==> src/rtl/lp_pkg.sv <==
package lp_pkg;
  localparam int LANE_W      = 8;
  localparam int NUM_LANES   = 4;
  localparam int ENTRY_W     = LANE_W * NUM_LANES;
  localparam int IDX_W       = $clog2(ENTRY_W);
  localparam int LEN_W       = $clog2(LANE_W);
  localparam int VEC_W       = IDX_W + 1 + LEN_W + 1;
  localparam int CFG_W       = 32;
  localparam int VEC_PER_CFG = 2;
  localparam int CNT_W       = $clog2(NUM_LANES);
  localparam int HW_LANES    = 2;  // byte lanes inside one 16-bit slot

  // Packed order gives start at the top and stop at bit 0.
  typedef struct packed {
    logic [IDX_W-1:0] start;
    logic             msb_first;
    logic [LEN_W-1:0] len_m1;
    logic             stop;
  } pack_vec_t;

  typedef enum logic [1:0] {
    GRAN_4X8  = 2'd0,
    GRAN_2X16 = 2'd1,
    GRAN_1X32 = 2'd2,
    GRAN_RSVD = 2'd3
  } gran_e;
endpackage

==> src/rtl/lp_rst_sync.sv <==
module lp_rst_sync #(
  parameter int STAGES = 2
) (
  input  logic clk,
  input  logic rst_n,
  output logic rst_sync_n
);
  logic [STAGES-1:0] sync_q;

  always_ff @(posedge clk or negedge rst_n) begin
    if (!rst_n) sync_q <= '0;
    else        sync_q <= {sync_q[STAGES-2:0], 1'b1};
  end

  assign rst_sync_n = sync_q[STAGES-1];
endmodule

==> src/rtl/lp_vec_decode.sv <==
module lp_vec_decode
  import lp_pkg::*;
(
  input  logic [CFG_W-1:0]     cfg_lo,
  input  logic [CFG_W-1:0]     cfg_hi,
  output pack_vec_t            vec [NUM_LANES],
  output logic [NUM_LANES-1:0] lane_en
);
  localparam int FLAT_W = 2 * CFG_W;
  localparam int USED_W = VEC_PER_CFG * VEC_W;

  logic [FLAT_W-1:0] cfg_flat;
  logic              cfg_unused;

  assign cfg_flat   = {cfg_hi, cfg_lo};
  assign cfg_unused = ^{cfg_hi[CFG_W-1:USED_W], cfg_lo[CFG_W-1:USED_W]};

  for (genvar i = 0; i < NUM_LANES; i++) begin : g_vec
    localparam int BASE = (i / VEC_PER_CFG) * CFG_W + (i % VEC_PER_CFG) * VEC_W;
    assign vec[i] = pack_vec_t'(cfg_flat[BASE +: VEC_W]);
  end

  // A lane is active until a lower vector has raised stop.
  always_comb begin
    logic still_open;
    still_open = 1'b1;
    for (int i = 0; i < NUM_LANES; i++) begin
      lane_en[i] = still_open;
      still_open = still_open & ~vec[i].stop;
    end
  end
endmodule

==> src/rtl/lp_stager.sv <==
module lp_stager
  import lp_pkg::*;
(
  input  logic               clk,
  input  logic               rst_n,
  input  logic [1:0]         gran,
  input  logic               in_valid,
  input  logic [ENTRY_W-1:0] in_word,
  output logic               in_ready,
  input  logic               out_ready,
  output logic               full,
  output logic [ENTRY_W-1:0] stage
);
  gran_e              gran_sel;
  logic               full_q, full_d;
  logic [CNT_W-1:0]   cnt_q, cnt_d;
  logic [CNT_W-1:0]   last_idx;
  logic               accept;
  logic               last_word;

  assign gran_sel = gran_e'(gran);

  always_comb begin
    case (gran_sel)
      GRAN_4X8:  last_idx = CNT_W'(NUM_LANES - 1);
      GRAN_2X16: last_idx = CNT_W'(NUM_LANES / HW_LANES - 1);
      default:   last_idx = '0;
    endcase
  end

  assign in_ready  = ~full_q | out_ready;
  assign accept    = in_valid & in_ready;
  assign last_word = (cnt_q == last_idx);

  always_comb begin
    cnt_d  = cnt_q;
    full_d = full_q & ~out_ready;
    if (accept) begin
      if (last_word) begin
        cnt_d  = '0;
        full_d = 1'b1;
      end else begin
        cnt_d  = cnt_q + CNT_W'(1);
      end
    end
  end

  always_ff @(posedge clk or negedge rst_n) begin
    if (!rst_n) begin
      full_q <= 1'b0;
      cnt_q  <= '0;
    end else begin
      full_q <= full_d;
      cnt_q  <= cnt_d;
    end
  end

  // Per byte lane of the staging word: which word slot writes it and from where.
  for (genvar b = 0; b < NUM_LANES; b++) begin : g_slot
    logic              we_b;
    logic [LANE_W-1:0] dat_b;
    logic [LANE_W-1:0] byte_q;

    always_comb begin
      case (gran_sel)
        GRAN_4X8: begin
          we_b  = (cnt_q == CNT_W'(b));
          dat_b = in_word[LANE_W-1:0];
        end
        GRAN_2X16: begin
          we_b  = (cnt_q == CNT_W'(b / HW_LANES));
          dat_b = in_word[(b % HW_LANES) * LANE_W +: LANE_W];
        end
        default: begin
          we_b  = 1'b1;
          dat_b = in_word[b * LANE_W +: LANE_W];
        end
      endcase
    end

    always_ff @(posedge clk) begin
      if (accept && we_b) byte_q <= dat_b;
    end

    assign stage[b * LANE_W +: LANE_W] = byte_q;
  end

  assign full = full_q;
endmodule

==> src/rtl/lp_lane_extract.sv <==
module lp_lane_extract
  import lp_pkg::*;
(
  input  logic [ENTRY_W-1:0] stage,
  input  pack_vec_t          vec,
  input  logic               enable,
  output logic [LANE_W-1:0]  lane
);
  logic [2*ENTRY_W-1:0] doubled;
  logic [IDX_W-1:0]     low_idx;
  logic [LANE_W-1:0]    mask;
  logic [LANE_W-1:0]    field;

  always_comb begin
    doubled = {stage, stage};
    low_idx = vec.msb_first ? (vec.start - IDX_W'(vec.len_m1)) : vec.start;
    field   = doubled[low_idx +: LANE_W];
    mask    = {LANE_W{1'b1}} >> (LEN_W'(LANE_W - 1) - vec.len_m1);
    lane    = enable ? (field & mask) : '0;
  end
endmodule

==> src/rtl/lane_packer.sv <==
module lane_packer
  import lp_pkg::*;
#(
  parameter int RST_STAGES = 2
) (
  input  logic               clk,
  input  logic               rst_n,
  input  logic [CFG_W-1:0]   cfg_lo,
  input  logic [CFG_W-1:0]   cfg_hi,
  input  logic [1:0]         gran,
  input  logic               in_valid,
  output logic               in_ready,
  input  logic [ENTRY_W-1:0] in_word,
  output logic               out_valid,
  input  logic               out_ready,
  output logic [ENTRY_W-1:0] out_entry
);
  logic                 rst_sync_n;
  pack_vec_t            vec [NUM_LANES];
  logic [NUM_LANES-1:0] lane_en;
  logic [ENTRY_W-1:0]   stage;
  logic                 full;

  lp_rst_sync #(.STAGES(RST_STAGES)) u_rst (
    .clk        (clk),
    .rst_n      (rst_n),
    .rst_sync_n (rst_sync_n)
  );

  lp_vec_decode u_dec (
    .cfg_lo  (cfg_lo),
    .cfg_hi  (cfg_hi),
    .vec     (vec),
    .lane_en (lane_en)
  );

  lp_stager u_stage (
    .clk       (clk),
    .rst_n     (rst_sync_n),
    .gran      (gran),
    .in_valid  (in_valid),
    .in_word   (in_word),
    .in_ready  (in_ready),
    .out_ready (out_ready),
    .full      (full),
    .stage     (stage)
  );

  for (genvar i = 0; i < NUM_LANES; i++) begin : g_lane
    lp_lane_extract u_ext (
      .stage  (stage),
      .vec    (vec[i]),
      .enable (lane_en[i]),
      .lane   (out_entry[i * LANE_W +: LANE_W])
    );
  end

  assign out_valid = full;
endmodule

==> config.mk <==
export PLATFORM = sky130hd
export DESIGN_NAME = lane_packer
export DESIGN_NICKNAME = d
export VERILOG_FILES = /design/src/rtl/lp_pkg.sv /design/src/rtl/lp_rst_sync.sv /design/src/rtl/lp_vec_decode.sv /design/src/rtl/lp_stager.sv /design/src/rtl/lp_lane_extract.sv /design/src/rtl/lane_packer.sv
export SDC_FILE = /design/constraint.sdc
export NUM_CORES = 1
export LEC_CHECK = 0
export ABC_CLOCK_PERIOD_IN_PS = 3400
export BUFFER_PORTS_ARGS = -buffer_cell sky130_fd_sc_hd__buf_4
export CAP_MARGIN = 20
export CORE_MARGIN = 3
export CORE_UTILIZATION = 45
export CTS_BUF_LIST = sky130_fd_sc_hd__clkbuf_8
export DETAILED_ROUTE_END_ITERATION = 10
export PLACE_DENSITY = 0.67
export SKIP_LAST_GASP = 1
export SLEW_MARGIN = 0
export SYNTH_ARGS = -nofsm -noshare
export SYNTH_HDL_FRONTEND = slang
export SYNTH_SLANG_ARGS = --single-unit
==> constraint.sdc <==
create_clock -name clk -period 3.4 [get_ports clk]
set_input_delay 0.51 -clock clk [delete_from_list [all_inputs] [get_ports clk]]
set_output_delay 0.51 -clock clk [all_outputs]
set_load 0.01 [all_outputs]
Word-level counts from Yosys, hierarchy flattened
Cells that the tools add are included.
- output and inout bits: 34
- word-level logic and storage cells: 68
- flip-flop bits (word level): 37
- bits of input ports: 102
- mux-type cells: 18
- bitwise gates (word level): 14
- equality and inequality tests: 5
- reductions and logical operators: 7
- shifts and indexed selects: 8
- add/subtract/negate cells: 9
- operator list (cell ; number):
    $shiftx A64 B6 Y8 ; 4
    $mux W8 ; 5
    $and A8 B8 Y8 ; 4
    $shr A8 B3 Y8 const A ; 4
    $mux W5 ; 4
    $sub A5 B3 Y5 ; 4
    $pmux W8 S2 ; 1
    $sub A3 B3 Y3 const A ; 4
    $pmux W1 S2 ; 3
    $not A1 Y1 ; 5
    $and A1 B1 Y1 ; 4
    $eq A2 B1 Y1 const B ; 2
    $eq A2 B2 Y1 const B ; 2
    $logic_and A1 B1 Y1 ; 4
    $logic_not A2 Y1 ; 2
    $pmux W2 S2 ; 1
    $mux W1 ; 3
    $add A2 B1 Y2 const B ; 1
    $eq A2 B2 Y1 ; 1
    $mux W2 ; 1
    $reduce_or A2 Y1 ; 1
    $or A1 B1 Y1 ; 1

Logic depth before layout (Yosys ltp)
Gate-level depths: netlist of run 1.
- depth in word-level cells: 5
- mapped depth: 13
- gate-level depth less buffers: 11

Cells and area by module
From an unflattened synthesis of run 1, not the netlist that was laid out.
- cells, all modules: 1087
- area total of the unflattened synthesis: 9720.6 um^2
- modules (own cells, without submodules) (module ; times used ; seq. area each (um^2) ; cells each ; area each (um^2)):
    lp_lane_extract at g_lane[1].u_ext ... ; 2 ; 0.0 ; 243 ; 1955.6
    lp_lane_extract at g_lane[0].u_ext ; 1 ; 0.0 ; 228 ; 2016.9
    lp_lane_extract at g_lane[3].u_ext ; 1 ; 0.0 ; 212 ; 1737.9
    lp_stager ; 1 ; 1036.0 ; 113 ; 1671.6
    lp_vec_decode ; 1 ; 0.0 ; 45 ; 329.1
    lp_rst_sync ; 1 ; 50.0 ; 3 ; 53.8

Worst setup path before layout of run 1
No wires, ideal clock.
- path type: in2out
- start point: input cfg_lo[5]
- end point: output out_entry[3]
- setup slack: -0.075 ns
- path buffers: 2
- data required time: 2.890 ns
- stages: 12
- data arrival time: 2.965 ns
- cells stage by stage: inv_1 > ha_1 > inv_1 > fa_1 > xor2_1 > mux2i_1 > buf_2 > buf_2 > mux2_2 > o211ai_1 > o21ai_0 > a211oi_1
- cells in the longest elaborated chain, start to end: 4
- RTL lines (item ; RTL line ; text):
    start, declared ; lane_packer.sv:8 ; input logic [CFG_W-1:0] cfg_lo,
    $sub A5 B3 Y5 ; lp_lane_extract.sv:16 ; low_idx = vec.msb_first ? (vec.start - IDX_W'(vec.len_m1)) : vec.start;
    $mux W5 * ; lp_lane_extract.sv:16 ;
    $shiftx A64 B6 Y8 * ; lp_lane_extract.sv:17 ; field = doubled[low_idx +: LANE_W];
    $and A8 B8 Y8 * ; lp_lane_extract.sv:19 ; lane = enable ? (field & mask) : '0;
    end, declared ; lane_packer.sv:16 ; output logic [ENTRY_W-1:0] out_entry
Every way passes the cells marked *; elsewhere a longest branch is shown, timed or not.

Final worst setup path of run 1
- start point: input cfg_hi[5]
- end point: output out_entry[16]
- cells in the longest elaborated chain, start to end: 5
- RTL lines (item ; RTL line ; text):
    start, declared ; lane_packer.sv:9 ; input logic [CFG_W-1:0] cfg_hi,
    $sub A5 B3 Y5 ; lp_lane_extract.sv:16 ;
    $mux W5 * ; lp_lane_extract.sv:16 ;
    $shiftx A64 B6 Y8 * ; lp_lane_extract.sv:17 ;
    $and A8 B8 Y8 * ; lp_lane_extract.sv:19 ;
    $mux W8 * ; lp_lane_extract.sv:19 ;
Marked as above.

==> impl_table.tex, run 1 <==
\begin{tabular}{lr}
\hline
Metric & Value \\
\hline
\multicolumn{2}{l}{\textbf{Status}} \\
Run status & finished with violations \\
Violated checks & setup timing \\
\multicolumn{2}{l}{\textbf{Clocking}} \\
Clock sink count & 37 \\
Clk Latency, worst-skew pair & about 0.29 ns \\
Bufs on Longest Clock Path & 2 \\
Clock tree from TritonCTS & yes \\
Clock buffer count from CTS & 5 \\
Clock H-tree levels & 2 \\
CTS Root Buffer Type & sky130\_fd\_sc\_hd\_\_clkbuf\_8 \\
Clk pin slew, worst setup/hold paths & around 0.07 ns \\
\multicolumn{2}{l}{\textbf{GRT}} \\
Vias in the first global route & approximately 8.3k \\
Global routing usage on met3 & 0.0540 \\
Pin count of the biggest net entering global routing & 34 \\
Met1 track demand over resource in global routing & 0.368 \\
GR Util All Layers & 0.267 \\
GR Layer Usage met2 & 0.429 \\
Initial antenna violation count & 0 \\
Aggregate global routing overflow & 0 \\
Wire length of the first global-routing pass & 46.3 mm \\
Grt peak-use layer & met2 \\
\multicolumn{2}{l}{\textbf{Worst setup path}} \\
CP max-delay cell & sky130\_fd\_sc\_hd\_\_mux4\_2 \\
Maximum single-stage delay on the critical path & between 0.4 and 0.5 ns \\
Data arrival at the endpoint of the critical path & around 3 ns \\
Critical Path End Type & primary output \\
Number of buffer and inverter stages on the critical path & 4 \\
Worst Path Max Fanout & 5 \\
Kind of cell adding the most delay to the critical path & multiplexers \\
Worst-path cell chain & buf\_12 -> inv\_12 -> ha\_4 -> fa\_1 -> mux2i\_4 -> buf\_12 -> mux4\_2 -> mux4\_2 -> and3\_4 -> a41o\_1 -> buf\_6 \\
Data required time at the worst endpoint & just under 3 ns \\
CP Launch Type & input port \\
Worst Path Class, Setup & input port to primary output \\
\multicolumn{2}{l}{\textbf{Logic synthesis}} \\
Number of flops mapped to enable cells by yosys & 32 \\
Yosys warnings & 0 \\
Flop and latch count out of synthesis & 37 \\
Share of flip-flops with an asynchronous set or reset & 0.135 \\
Gate count after technology mapping & between 800 and 900 \\
Syn\_area\_per\_cell & $\sim$10 µm² \\
Post-synth cell types & 66 \\
Most frequently used flop master after synthesis & sky130\_fd\_sc\_hd\_\_edfxtp\_1 \\
Syn Nets & roughly 1k \\
Area of the mapped netlist & around 8700 µm² \\
Fraction of the yosys area taken by sequential cells & 0.125 \\
\multicolumn{2}{l}{\textbf{Finish}} \\
Antenna diode count & 0 \\
Multi-input gate area & 7790 µm² \\
Post-layout nets & roughly 1.2k \\
Area growth from synthesis to final layout & 37.0\% \\
Share of post-route cells with drive strength above 1 & 0.502 \\
Total of fill cells in the finished design & between 1k and 1.5k \\
Sequential standard cell area & $\sim$1100 µm² \\
Area of all placed cells without fillers & about 12000 µm² \\
\multicolumn{2}{l}{\textbf{STA}} \\
Hold Worst Slack & roughly 0.074 ns \\
Final worst slack & -0.174 ns \\
Final cycle utilization of the critical path & 1.05 \\
Total of endpoints with negative setup slack in the final report & 19 \\
Max-slew violations & 0 \\
Achievable clock frequency & about 280 MHz \\
Final worst path period need & roughly 3.6 ns \\
Max transition margin & 0.397 \\
Transition time at the pin with the least slew margin & just over 0.9 ns \\
Setup repair after global routing missed its margin & yes \\
Final Hold Vio Count & 0 \\
Worst-case clock skew & 0.00661 ns \\
\multicolumn{2}{l}{\textbf{Drt}} \\
Remaining antenna violation count after routing & 0 \\
Total via count after detailed routing & roughly 8.6k \\
Routed length per instance & between 20 and 25 µm \\
First-pass DRT Iterations & 6 \\
Per-cell via count in the routed design & approximately 6.5 \\
DRC violation total after the first TritonRoute iteration & 823 \\
DRC Markers & 0 \\
Post-detailed-routing wire length & 29.9 mm \\
\multicolumn{2}{l}{\textbf{Placed design}} \\
Placed Instance Area & between 10000 and 15000 µm² \\
Placement Setup Slack & -0.295 ns \\
Dpl hpwl & between 20 and 25 mm \\
Port-buffer cells & 110 \\
Placer's final routability congestion estimate & approximately 0.96 \\
\multicolumn{2}{l}{\textbf{Run}} \\
Max\_cap viols & 0 \\
\multicolumn{2}{l}{\textbf{Floorplanning}} \\
Horizontal die dimension & between 100 and 150 µm \\
Row Count & 50 \\
Starting density of the core & 0.461 \\
Total die area & roughly 21000 µm² \\
I/O pin count & $\sim$140 \\
Core area & 18800 µm² \\
Die H & about 140 µm \\
\multicolumn{2}{l}{\textbf{Min path}} \\
Class of the most critical hold timing path & flop to async pin \\
\multicolumn{2}{l}{\textbf{Pwr}} \\
Peak supply drop & roughly 0.00033 V \\
Pwr dens & slightly below 400 nW/µm² \\
Total leakage power & $\sim$5 nW \\
\hline
\end{tabular}
through the flow:
stage | cells | setup TNS, ns | power (mW) | util
after CTS | 1313 | -2.16 | 4.27 | 0.603
after global routing | 1328 | -3.65 | 4.81 | 0.632
after detailed placement | 1279 | -5.46 | 3.67 | 0.558
after global placement | 1279 | -4.80 | 3.63 | 0.558
after floorplan | 883 | -0.0561 | 2.70 | -
final | 1328 | -1.69 | 4.57 | 0.632
worst paths after layout:
path                             startpoint                          end  slack [ns]  depth (start not counted)
max                               cfg_hi[5]                out_entry[16]       -0.17                         11
min                         u_rst.sync_q[1]                 u_stage.full        0.07                          0
max reg2reg                u_stage.cnt_q[0]  u_stage.g_slot[1].byte_q[4]        1.45                          4
min reg2reg                 u_rst.sync_q[1]                 u_stage.full        0.07                          0
max in group asynchronous             rst_n              u_rst.sync_q[0]        2.78                          2
min in group clk            u_rst.sync_q[0]              u_rst.sync_q[1]        0.36                          0
routing by layer:
metal  share of wire  up-vias
met1            0.40     4110
met4           0.032        0
met3            0.10      104
met2            0.47      569
li1                -     3798
met5               0        -
flip-flops by register name, indices dropped and copies added (netlist names):
register,flops
u_stage.full,1
u_rst.sync_q,2
u_stage.cnt_q,2
u_stage.g_slot.byte_q,32
layout make-up:
cell class | instances | share of cell area
timing repair buffer | 274 | 0.210
inverter | 23 | 0.00925
clock inverter | 2 | 0.000946
clock buffer | 6 | 0.00694
multi-input combinational | 726 | 0.654
tap | 260 | 0.0273
sequential | 37 | 0.0913
cells in the final DEF (no fill, tap or decap), types with 10 or more instances in the layout:
cell type and instances:
sky130_fd_sc_hd__o21ai_0 23, sky130_fd_sc_hd__a211oi_1 16, sky130_fd_sc_hd__a21oi_2 11, sky130_fd_sc_hd__edfxtp_1 32
sky130_fd_sc_hd__nand2_1 88, sky130_fd_sc_hd__mux2i_2 14, sky130_fd_sc_hd__buf_4 212, sky130_fd_sc_hd__buf_12 19
sky130_fd_sc_hd__inv_1 17, sky130_fd_sc_hd__ha_1 12, sky130_fd_sc_hd__buf_6 34, sky130_fd_sc_hd__a21oi_1 16
sky130_fd_sc_hd__mux2_2 33, sky130_fd_sc_hd__mux2_4 11, sky130_fd_sc_hd__mux4_2 82, sky130_fd_sc_hd__nand3_1 13
sky130_fd_sc_hd__mux2i_1 188, sky130_fd_sc_hd__o211ai_1 10, sky130_fd_sc_hd__nor2b_1 12, sky130_fd_sc_hd__nand2_2 10
sky130_fd_sc_hd__mux2i_4 26, sky130_fd_sc_hd__nor2_1 15
synth_stat cells, drive strengths merged (3+ instances only):
| cell type | number | share of area |
|---|---|---|
| nor2b | 15 | 0.011 |
| xnor2 | 7 | 0.0079 |
| inv | 23 | 0.0099 |
| a211o | 6 | 0.0060 |
| a21o | 3 | 0.0026 |
| nor2 | 21 | 0.0094 |
| and3 | 6 | 0.0043 |
| clkbuf | 40 | 0.017 |
| a221oi | 4 | 0.0040 |
| a31o | 3 | 0.0030 |
| a211oi | 25 | 0.022 |
| ha | 16 | 0.023 |
| nand3b | 3 | 0.0026 |
| nand3 | 19 | 0.011 |
| mux4 | 82 | 0.21 |
| o31ai | 3 | 0.0026 |
| a21oi | 29 | 0.018 |
| a311o | 4 | 0.0046 |
| fa | 4 | 0.0092 |
| nor3b | 3 | 0.0026 |
| nand2b | 5 | 0.0036 |
| nor3 | 7 | 0.0040 |
| o2111ai | 3 | 0.0030 |
| and2 | 7 | 0.0050 |
| o22ai | 3 | 0.0022 |
| a31oi | 5 | 0.0036 |
| dfrtp | 5 | 0.014 |
| buf | 58 | 0.044 |
| mux2 | 43 | 0.056 |
| edfxtp | 32 | 0.11 |
| mux2i | 228 | 0.27 |
| o21ai | 30 | 0.019 |
| o211ai | 10 | 0.0086 |
| nand2 | 99 | 0.043 |
| xor2 | 8 | 0.0081 |
repair_timing:
item | CTS | global route
setup buffers | 20 | 19
endpoints found under the setup margin | 31 | 32
resized for setup | 115 | 102
gates cloned | 5 | 0
pin swaps | 50 | 46
hold buffers | 1 | 0
endpoints found under the hold margin | 2 | 0
cell families after synthesis:
| kind of cell | count (synthesis) | share of synthesized area |
|---|---|---|
| fa+ha+maj | 20 | 0.0323 |
| buf+inv | 121 | 0.0717 |
| flops | 37 | 0.125 |
| simple gates | 192 | 0.102 |
| mux | 353 | 0.537 |
| other cells | 1 | 0.000432 |
| compound gates | 144 | 0.116 |
| xor+xnor | 15 | 0.0160 |
power by group:
group / leakage (nW) / internal [mW] / total [mW] / switching (mW)
combinational: 4.60 / 1.79 / 3.34 / 1.55
sequential: 0.363 / 0.594 / 0.920 / 0.326
clock: 0.0486 / 0.162 / 0.311 / 0.150
Note: power is estimated with default switching activity, not from simulation.
==> run 2: changes to the inputs <==
- GPL_TIMING_DRIVEN: unset -> 0
==> impl_table.tex, run 2 (synthesis gave the netlist of run 1 again) <==
\begin{tabular}{lr}
\hline
Metric & Value \\
\hline
\multicolumn{2}{l}{\textbf{Drt}} \\
DRC Markers & 0 (unchanged) \\
Total via count after detailed routing & 8719 (was 8581) \\
Remaining antenna violation count after routing & 0 (unchanged) \\
First-pass DRT Iterations & 5 (was 6) \\
Routed length per instance & 23.7 µm (was 22.5 µm) \\
DRC violation total after the first TritonRoute iteration & 1181 (was 823) \\
Per-cell via count in the routed design & 6.56 (was 6.46) \\
Post-detailed-routing wire length & 31.6 mm (was 29.9 mm) \\
\multicolumn{2}{l}{\textbf{Finish}} \\
Antenna diode count & 0 (unchanged) \\
Highest-count cells in the layout ignoring fill and taps & sky130\_fd\_sc\_hd\_\_mux2i\_1, sky130\_fd\_sc\_hd\_\_buf\_4, sky130\_fd\_sc\_hd\_\_nand2\_1, sky130\_fd\_sc\_hd\_\_mux4\_2, sky130\_fd\_sc\_hd\_\_mux2\_2 (was sky130\_fd\_sc\_hd\_\_buf\_4, sky130\_fd\_sc\_hd\_\_mux2i\_1, sky130\_fd\_sc\_hd\_\_nand2\_1, sky130\_fd\_sc\_hd\_\_mux4\_2, sky130\_fd\_sc\_hd\_\_buf\_6) \\
Share of post-route cells with drive strength above 1 & 0.455 (was 0.502) \\
Top flop regs & u\_stage.g\_slot.byte\_q: 32 flops, u\_rst.sync\_q: 2 flops, u\_stage.cnt\_q: 2 flops (unchanged) \\
Core Util, Final & 0.615 (was 0.632) \\
Post-layout nets & 1190 (was 1189) \\
Most common library cell in the layout ignoring fill and taps & sky130\_fd\_sc\_hd\_\_mux2i\_1 (was sky130\_fd\_sc\_hd\_\_buf\_4) \\
Area growth from synthesis to final layout & 33.3\% (was 37.0\%) \\
Max FFs per register & 32 (unchanged) \\
Total of fill cells in the finished design & 1547 (was 1458) \\
Biggest register & u\_stage.g\_slot.byte\_q (unchanged) \\
\multicolumn{2}{l}{\textbf{Clocking}} \\
Clock buffer count from CTS & 5 (unchanged) \\
Clock H-tree levels & 2 (unchanged) \\
CTS Root Buffer Type & sky130\_fd\_sc\_hd\_\_clkbuf\_8 (unchanged) \\
Clock tree from TritonCTS & yes (unchanged) \\
Clk pin slew, worst setup/hold paths & 0.07 ns (about the same) \\
Clock sink count & 37 (unchanged) \\
Bufs on Longest Clock Path & 2 (unchanged) \\
Clk Latency, worst-skew pair & 0.28 ns (was 0.29 ns) \\
\multicolumn{2}{l}{\textbf{Floorplanning}} \\
I/O pin count & 136 (unchanged) \\
Starting density of the core & 0.461 (unchanged) \\
Row Count & 50 (unchanged) \\
Die H & 145 µm (unchanged) \\
Horizontal die dimension & 145 µm (unchanged) \\
Core area & 18800 µm² (unchanged) \\
Total die area & 21000 µm² (unchanged) \\
\multicolumn{2}{l}{\textbf{Worst setup path}} \\
Worst Path Class, Setup & input port to primary output (unchanged) \\
Data required time at the worst endpoint & 2.89 ns (about the same) \\
Worst Path Max Fanout & 7 (was 5) \\
CP Launch Type & input port (unchanged) \\
Critical Path End Type & primary output (unchanged) \\
Data arrival at the endpoint of the critical path & 3.15 ns (was 3.06 ns) \\
\multicolumn{2}{l}{\textbf{GRT}} \\
Pin count of the biggest net entering global routing & 12 (was 34) \\
Aggregate global routing overflow & 0 (unchanged) \\
Vias in the first global route & 8343 (was 8333) \\
GR Util All Layers & 0.277 (was 0.267) \\
Initial antenna violation count & 0 (unchanged) \\
Wire length of the first global-routing pass & 47.5 mm (was 46.3 mm) \\
\multicolumn{2}{l}{\textbf{Pwr}} \\
Pwr dens & 388 nW/µm² (was 384 nW/µm²) \\
Peak supply drop & 0.000390 V (was 0.000327 V) \\
Total Power & 4.49 mW (was 4.57 mW) \\
Total leakage power & 4.82 nW (was 5.02 nW) \\
\multicolumn{2}{l}{\textbf{STA}} \\
Transition time at the pin with the least slew margin & 0.974 ns (was 0.905 ns) \\
Max-slew violations & 0 (unchanged) \\
Max transition margin & 0.350 (was 0.397) \\
Setup repair after global routing missed its margin & yes (unchanged) \\
Final worst path period need & 3.66 ns (was 3.57 ns) \\
Final cycle utilization of the critical path & 1.08 (was 1.05) \\
Setup TNS after final layout & -3.08 ns (was -1.69 ns) \\
Achievable clock frequency & 273 MHz (was 280 MHz) \\
Final Hold Vio Count & 0 (unchanged) \\
Worst-case clock skew & 0.00982 ns (was 0.00661 ns) \\
Final worst slack & -0.257 ns (was -0.174 ns) \\
Total of endpoints with negative setup slack in the final report & 23 (was 19) \\
\multicolumn{2}{l}{\textbf{Min path}} \\
Class of the most critical hold timing path & flop to async pin (unchanged) \\
\multicolumn{2}{l}{\textbf{Status}} \\
Violated checks & setup timing (unchanged) \\
Run status & finished with violations (unchanged) \\
\multicolumn{2}{l}{\textbf{Run}} \\
Max\_cap viols & 0 (unchanged) \\
\multicolumn{2}{l}{\textbf{Placed design}} \\
Dpl hpwl & 22.1 mm (was 20.2 mm) \\
Port-buffer cells & 104 (was 110) \\
Placer's final routability congestion estimate & 0.943 (was 0.964) \\
\hline
\end{tabular}
-- run 2: cell types whose count changed in the layout (fill, tap and decap cells not counted), moves of 5 or more --
cell | previous run | this run
sky130_fd_sc_hd__a21oi_1 | 16 | 23
sky130_fd_sc_hd__a21oi_2 | 11 | 4
sky130_fd_sc_hd__buf_4 | 212 | 160
sky130_fd_sc_hd__clkbuf_1 | 0 | 34
sky130_fd_sc_hd__nand2_2 | 10 | 5
sky130_fd_sc_hd__mux2_4 | 11 | 6
sky130_fd_sc_hd__buf_8 | 7 | 13
sky130_fd_sc_hd__buf_2 | 0 | 18
sky130_fd_sc_hd__nand2_1 | 88 | 94
sky130_fd_sc_hd__mux2i_2 | 14 | 19
sky130_fd_sc_hd__buf_12 | 19 | 11
sky130_fd_sc_hd__buf_6 | 34 | 27
-- run 2: path summary, 6_finish.rpt --
path	startpoint	to	slack, ns	depth (start not counted)
max	cfg_hi[5]	out_entry[17]	-0.26	11
min	u_rst.sync_q[1]	u_stage.full	0.06	0
max reg2reg	u_stage.cnt_q[1]	u_stage.g_slot[2].byte_q[6]	1.36	4
min reg2reg	u_rst.sync_q[1]	u_stage.full	0.06	0
max in group asynchronous	rst_n	u_rst.sync_q[1]	2.78	2
min in group clk	u_rst.sync_q[0]	u_rst.sync_q[1]	0.36	0
-- run 2: cell type report --
type / instances / area (µm²) / area share
repair buffers: 179 / 1590 / 0.138
plain buffers: 97 / 696 / 0.0601
multi-input cells: 725 / 7690 / 0.664
inverters: 23 / 110 / 0.00951
well taps: 260 / 325 / 0.0281
flip-flops and latches: 37 / 1090 / 0.0938
clock inverters: 3 / 12.5 / 0.00108
clock buffers: 5 / 68.8 / 0.00594
-- run 2: critical path, cell delays in order --
cell	delay, ns
sky130_fd_sc_hd__buf_12	0.09
sky130_fd_sc_hd__inv_12	0.03
sky130_fd_sc_hd__ha_4	0.14
sky130_fd_sc_hd__fa_1	0.47
sky130_fd_sc_hd__mux2i_4	0.18
sky130_fd_sc_hd__buf_12	0.16
sky130_fd_sc_hd__mux4_2	0.53
sky130_fd_sc_hd__mux4_2	0.52
sky130_fd_sc_hd__and3_4	0.19
sky130_fd_sc_hd__a31o_1	0.18
sky130_fd_sc_hd__buf_4	0.14
-- run 2: repair_timing --
item	4_1_cts	5_1_grt
hold buffers	1	0
hold endpoints to repair	2	0
setup buffers	46	26
pin swaps	42	41
endpoints found under the setup margin	32	32
gates cloned	3	3
gates resized for setup	142	103
-- run 2: stage by stage --
stage                     std cells  cell area, µm²  hold WS, ns  worst slack, ns
final                          1329           11600       0.0614           -0.257
after global placement         1247            9830       0.0613           -0.667
after floorplan                 883            8720       0.0265          -0.0276
after global routing           1329           11600       0.0746           -0.296
after detailed placement       1247            9830       0.0620           -0.703
after CTS                      1303           10900       0.0612           -0.215
-- run 2: routing by layer --
layer | global-route usage | routed length, µm | up-vias
met5 | 0 | 0 | -
met4 | 0.0803 | 1240 | 0
met3 | 0.0453 | 3390 | 120
met2 | 0.442 | 14400 | 644
met1 | 0.392 | 12500 | 4162
li1 | - | - | 3793
-- run 2: where the power goes --
group / leakage (nW) / internal, mW / switching, mW
Sequential: 0.363 / 0.594 / 0.132
Clock: 0.0430 / 0.138 / 0.141
Combinational: 4.42 / 1.71 / 1.78
==> run 3: changes to the inputs <==
- ABC_AREA: unset -> 1
==> impl_table.tex, run 3 <==
\begin{tabular}{lr}
\hline
Metric & Value \\
\hline
\multicolumn{2}{l}{\textbf{Drt}} \\
Post-detailed-routing wire length & 34.2 mm (was 31.6 mm) \\
DRC Markers & 1 (was 0) \\
Routed metal-1 wire length & 13.8 mm (was 12.5 mm) \\
Total via count after detailed routing & 11.7k (was 8719) \\
Routed length per instance & 17.8 µm (was 23.7 µm) \\
First-pass DRT Iterations & 11 (was 5) \\
Remaining antenna violation count after routing & 0 (unchanged) \\
Uppermost layer routed & met4 (unchanged) \\
DRC violation total after the first TritonRoute iteration & 1779 (was 1181) \\
Total length of routed met3 wires & 3.98 mm (was 3.39 mm) \\
Per-cell via count in the routed design & 6.10 (was 6.56) \\
Met2 routed wirelength & 15.3 mm (was 14.4 mm) \\
\multicolumn{2}{l}{\textbf{STA}} \\
Final Hold Vio Count & 0 (unchanged) \\
Max-slew violations & 0 (unchanged) \\
Setup repair after global routing missed its margin & no (was yes) \\
Transition time at the pin with the least slew margin & 0.809 ns (was 0.974 ns) \\
Final cycle utilization of the critical path & 0.947 (was 1.08) \\
Total of endpoints with negative setup slack in the final report & 0 (was 23) \\
Worst-case clock skew & 0.00457 ns (was 0.00982 ns) \\
Achievable clock frequency & 311 MHz (was 273 MHz) \\
Max transition margin & 0.459 (was 0.350) \\
Final worst path period need & 3.22 ns (was 3.66 ns) \\
Setup TNS after final layout & 0 ns (was -3.08 ns) \\
\multicolumn{2}{l}{\textbf{Placed design}} \\
Number of placed cells counting well taps & 1912 (was 1247) \\
Placer's final routability congestion estimate & 0.999 (was 0.943) \\
Port-buffer cells & 106 (was 104) \\
Dpl hpwl & 26.1 mm (was 22.1 mm) \\
\multicolumn{2}{l}{\textbf{Logic synthesis}} \\
Flop and latch count out of synthesis & 37 (unchanged) \\
Number of flops mapped to enable cells by yosys & 32 (unchanged) \\
Fraction of the yosys area taken by sequential cells & 0.128 (was 0.125) \\
Syn Nets & 1699 (was 1005) \\
Area of the mapped netlist & 8500 µm² (was 8690 µm²) \\
Yosys warnings & 0 (unchanged) \\
Top cells by instance count after synthesis & sky130\_fd\_sc\_hd\_\_nand3\_1, sky130\_fd\_sc\_hd\_\_nand2\_1, sky130\_fd\_sc\_hd\_\_nor2\_1, sky130\_fd\_sc\_hd\_\_inv\_1, sky130\_fd\_sc\_hd\_\_buf\_2 (was sky130\_fd\_sc\_hd\_\_mux2i\_1, sky130\_fd\_sc\_hd\_\_nand2\_1, sky130\_fd\_sc\_hd\_\_mux4\_2, sky130\_fd\_sc\_hd\_\_mux2\_2, sky130\_fd\_sc\_hd\_\_clkbuf\_1) \\
Largest cells by area after synthesis & sky130\_fd\_sc\_hd\_\_nand3\_1, sky130\_fd\_sc\_hd\_\_nand2\_1, sky130\_fd\_sc\_hd\_\_edfxtp\_1 (was sky130\_fd\_sc\_hd\_\_mux2i\_1, sky130\_fd\_sc\_hd\_\_mux4\_2, sky130\_fd\_sc\_hd\_\_edfxtp\_1) \\
Share of flip-flops with an asynchronous set or reset & 0.135 (unchanged) \\
Gate count after technology mapping & 1577 (was 883) \\
Synth top area share & 0.418 (was 0.258) \\
Most instantiated library cell after synthesis & sky130\_fd\_sc\_hd\_\_nand3\_1 (was sky130\_fd\_sc\_hd\_\_mux2i\_1) \\
Most frequently used flop master after synthesis & sky130\_fd\_sc\_hd\_\_edfxtp\_1 (unchanged) \\
Post-synth cell types & 36 (was 66) \\
Syn\_area\_per\_cell & 5.39 µm² (was 9.84 µm²) \\
Library cell occupying the most area in the post-synthesis netlist & sky130\_fd\_sc\_hd\_\_nand3\_1 (was sky130\_fd\_sc\_hd\_\_mux2i\_1) \\
\multicolumn{2}{l}{\textbf{Finish}} \\
Top flop regs & u\_stage.g\_slot.byte\_q: 32 flops, u\_rst.sync\_q: 2 flops, u\_stage.cnt\_q: 2 flops (unchanged) \\
Post-layout nets & 1814 (was 1190) \\
Share of post-route cells with drive strength above 1 & 0.152 (was 0.455) \\
Max FFs per register & 32 (unchanged) \\
Highest-count cells in the layout ignoring fill and taps & sky130\_fd\_sc\_hd\_\_nand3\_1, sky130\_fd\_sc\_hd\_\_nand2\_1, sky130\_fd\_sc\_hd\_\_nor2\_1, sky130\_fd\_sc\_hd\_\_buf\_4, sky130\_fd\_sc\_hd\_\_inv\_1 (was sky130\_fd\_sc\_hd\_\_mux2i\_1, sky130\_fd\_sc\_hd\_\_buf\_4, sky130\_fd\_sc\_hd\_\_nand2\_1, sky130\_fd\_sc\_hd\_\_mux4\_2, sky130\_fd\_sc\_hd\_\_mux2\_2) \\
Area growth from synthesis to final layout & 14.2\% (was 33.3\%) \\
Core Util, Final & 0.531 (was 0.615) \\
Most common library cell in the layout ignoring fill and taps & sky130\_fd\_sc\_hd\_\_nand3\_1 (was sky130\_fd\_sc\_hd\_\_mux2i\_1) \\
Number of non-filler instances in the completed layout & 1921 (was 1329) \\
Antenna diode count & 0 (unchanged) \\
Biggest register & u\_stage.g\_slot.byte\_q (unchanged) \\
\multicolumn{2}{l}{\textbf{Status}} \\
Violated checks & DRC (was setup timing) \\
Run status & finished with violations (unchanged) \\
\multicolumn{2}{l}{\textbf{Pwr}} \\
Pwr dens & 365 nW/µm² (was 388 nW/µm²) \\
Peak supply drop & 0.000363 V (was 0.000390 V) \\
Total leakage power & 5.01 nW (was 4.82 nW) \\
\multicolumn{2}{l}{\textbf{Min path}} \\
Class of the most critical hold timing path & flop to async pin (unchanged) \\
\multicolumn{2}{l}{\textbf{Run}} \\
Max\_cap viols & 0 (unchanged) \\
\multicolumn{2}{l}{\textbf{Worst setup path}} \\
Critical Path Most Common Cell & sky130\_fd\_sc\_hd\_\_nand2\_1 \\
Worst Path Class, Setup & input port to primary output (unchanged) \\
Worst-path cell chain & buf\_4 -> inv\_2 -> ha\_1 -> inv\_1 -> fa\_1 -> nand2\_1 -> o21ai\_2 -> buf\_2 -> nand3\_1 -> nand2\_1 -> nand2\_1 -> a21oi\_1 -> nor2\_1 -> nor2\_1 -> buf\_4 (was buf\_12 -> inv\_12 -> ha\_4 -> fa\_1 -> mux2i\_4 -> buf\_12 -> mux4\_2 -> mux4\_2 -> and3\_4 -> a31o\_1 -> buf\_4) \\
Kind of cell adding the most delay to the critical path & buffers and inverters (was multiplexers) \\
CP Launch Type & input port (unchanged) \\
CP max-delay cell & sky130\_fd\_sc\_hd\_\_fa\_1 (was sky130\_fd\_sc\_hd\_\_mux4\_2) \\
Instance count on the critical path & 15 (was 11) \\
Maximum single-stage delay on the critical path & 0.52 ns (was 0.53 ns) \\
Number of buffer and inverter stages on the critical path & 5 (was 4) \\
Data required time at the worst endpoint & 2.89 ns (about the same) \\
Data arrival at the endpoint of the critical path & 2.71 ns (was 3.15 ns) \\
Worst Path Max Fanout & 10 (was 7) \\
Critical Path End Type & primary output (unchanged) \\
Worst Reg2Reg Path Length in Cells & 6 (was 4) \\
\multicolumn{2}{l}{\textbf{GRT}} \\
Pin count of the biggest net entering global routing & 12 (unchanged) \\
Initial antenna violation count & 0 (unchanged) \\
Aggregate global routing overflow & 0 (unchanged) \\
Wire length of the first global-routing pass & 53.3 mm (was 47.5 mm) \\
GR Util All Layers & 0.320 (was 0.277) \\
Vias in the first global route & 10.4k (was 8343) \\
\multicolumn{2}{l}{\textbf{Clocking}} \\
Bufs on Longest Clock Path & 2 (unchanged) \\
CTS Root Buffer Type & sky130\_fd\_sc\_hd\_\_clkbuf\_8 (unchanged) \\
Clock sink count & 37 (unchanged) \\
Number of buffers added for setup after CTS & 0 (was 46) \\
Clk Latency, worst-skew pair & 0.28 ns (about the same) \\
Clock buffer count from CTS & 5 (unchanged) \\
Clock tree from TritonCTS & yes (unchanged) \\
Clock H-tree levels & 2 (unchanged) \\
Clk pin slew, worst setup/hold paths & 0.07 ns (about the same) \\
\multicolumn{2}{l}{\textbf{Floorplanning}} \\
Horizontal die dimension & 143 µm (was 145 µm) \\
Starting density of the core & 0.465 (was 0.461) \\
I/O pin count & 136 (unchanged) \\
Die H & 143 µm (was 145 µm) \\
Row Count & 49 (was 50) \\
Total die area & 20600 µm² (was 21000 µm²) \\
Core area & 18300 µm² (was 18800 µm²) \\
\hline
\end{tabular}
==> run 3: cell types whose count changed in the layout (fill, tap and decap cells not counted), sizes merged, moves of 7 or more <==
cell / change
nand2: +304
buf: -47
nand3: +691
and2: -7
nor2b: -15
mux4: -82
a211oi: -25
mux2: -43
mux2i: -228
nor2: +120
inv: +99
clkbuf: -36
a21oi: -16
==> run 3: cell families after synthesis <==
family                     after synthesis  synth area share
AOI/OAI and AO/OA                       50            0.0372
xor gates and xnor gates                 5            0.0100
adders and majority gates               20            0.0330
buffers and inverters                  205             0.113
DFF                                     37             0.128
other                                    1          0.000441
and+or+nand+nor                       1259             0.679
==> run 3: timing repair <==
| item | CTS | global route |
|---|---|---|
| gates resized for setup | 0 | 3 |
| hold buffers | 1 | 0 |
| hold endpoints to repair | 2 | 0 |
| setup endpoints to repair | 0 | 7 |
==> run 3: layout make-up <==
class                           count  area, µm²
Buffer                             84        499
Clock buffer                        5       68.8
Clock inverter                      2       35.0
Fill cell                        1987       8570
Inverter                          121        464
Multi-Input combinational cell   1335       6450
Sequential cell                    37       1090
Tap cell                          229        287
Timing Repair Buffer              108        811
==> run 3: final timing paths <==
kind                       slack [ns]        startpoint                          end
max in group asynchronous        2.78             rst_n              u_rst.sync_q[1]
hold reg to reg                  0.04   u_rst.sync_q[1]             u_stage.cnt_q[1]
min in group clk                 0.35   u_rst.sync_q[0]              u_rst.sync_q[1]
setup / recovery                 0.18         cfg_lo[5]                 out_entry[1]
setup reg to reg                 1.41  u_stage.cnt_q[1]  u_stage.g_slot[3].byte_q[7]
hold / removal                   0.04   u_rst.sync_q[1]             u_stage.cnt_q[1]
==> run 3: power by group <==
part	internal, mW	switching (mW)
registers	0.586	0.0264
clock network	0.213	0.146
logic	0.835	1.74
==> run 3: through the flow <==
| step | total power, mW | cell area, µm² | hold WS, ns | setup slack, ns |
|---|---|---|---|---|
| after global placement | 3.10 | 9580 | 0.0425 | 0.108 |
| after CTS | 3.47 | 9700 | 0.0503 | 0.134 |
| final | 3.55 | 9700 | 0.0449 | 0.181 |
| after detailed placement | 3.10 | 9580 | 0.0451 | 0.139 |
| after global routing | 3.83 | 9700 | 0.0581 | 0.00795 |
| after floorplan | 2.37 | 8500 | 0.0265 | 0.714 |
==> run 3: routing by layer <==
metal	up-vias	global-route usage
met2	812	0.508
met5	-	0
met1	5188	0.447
li1	5597	-
met4	0	0.0927
met3	124	0.0566
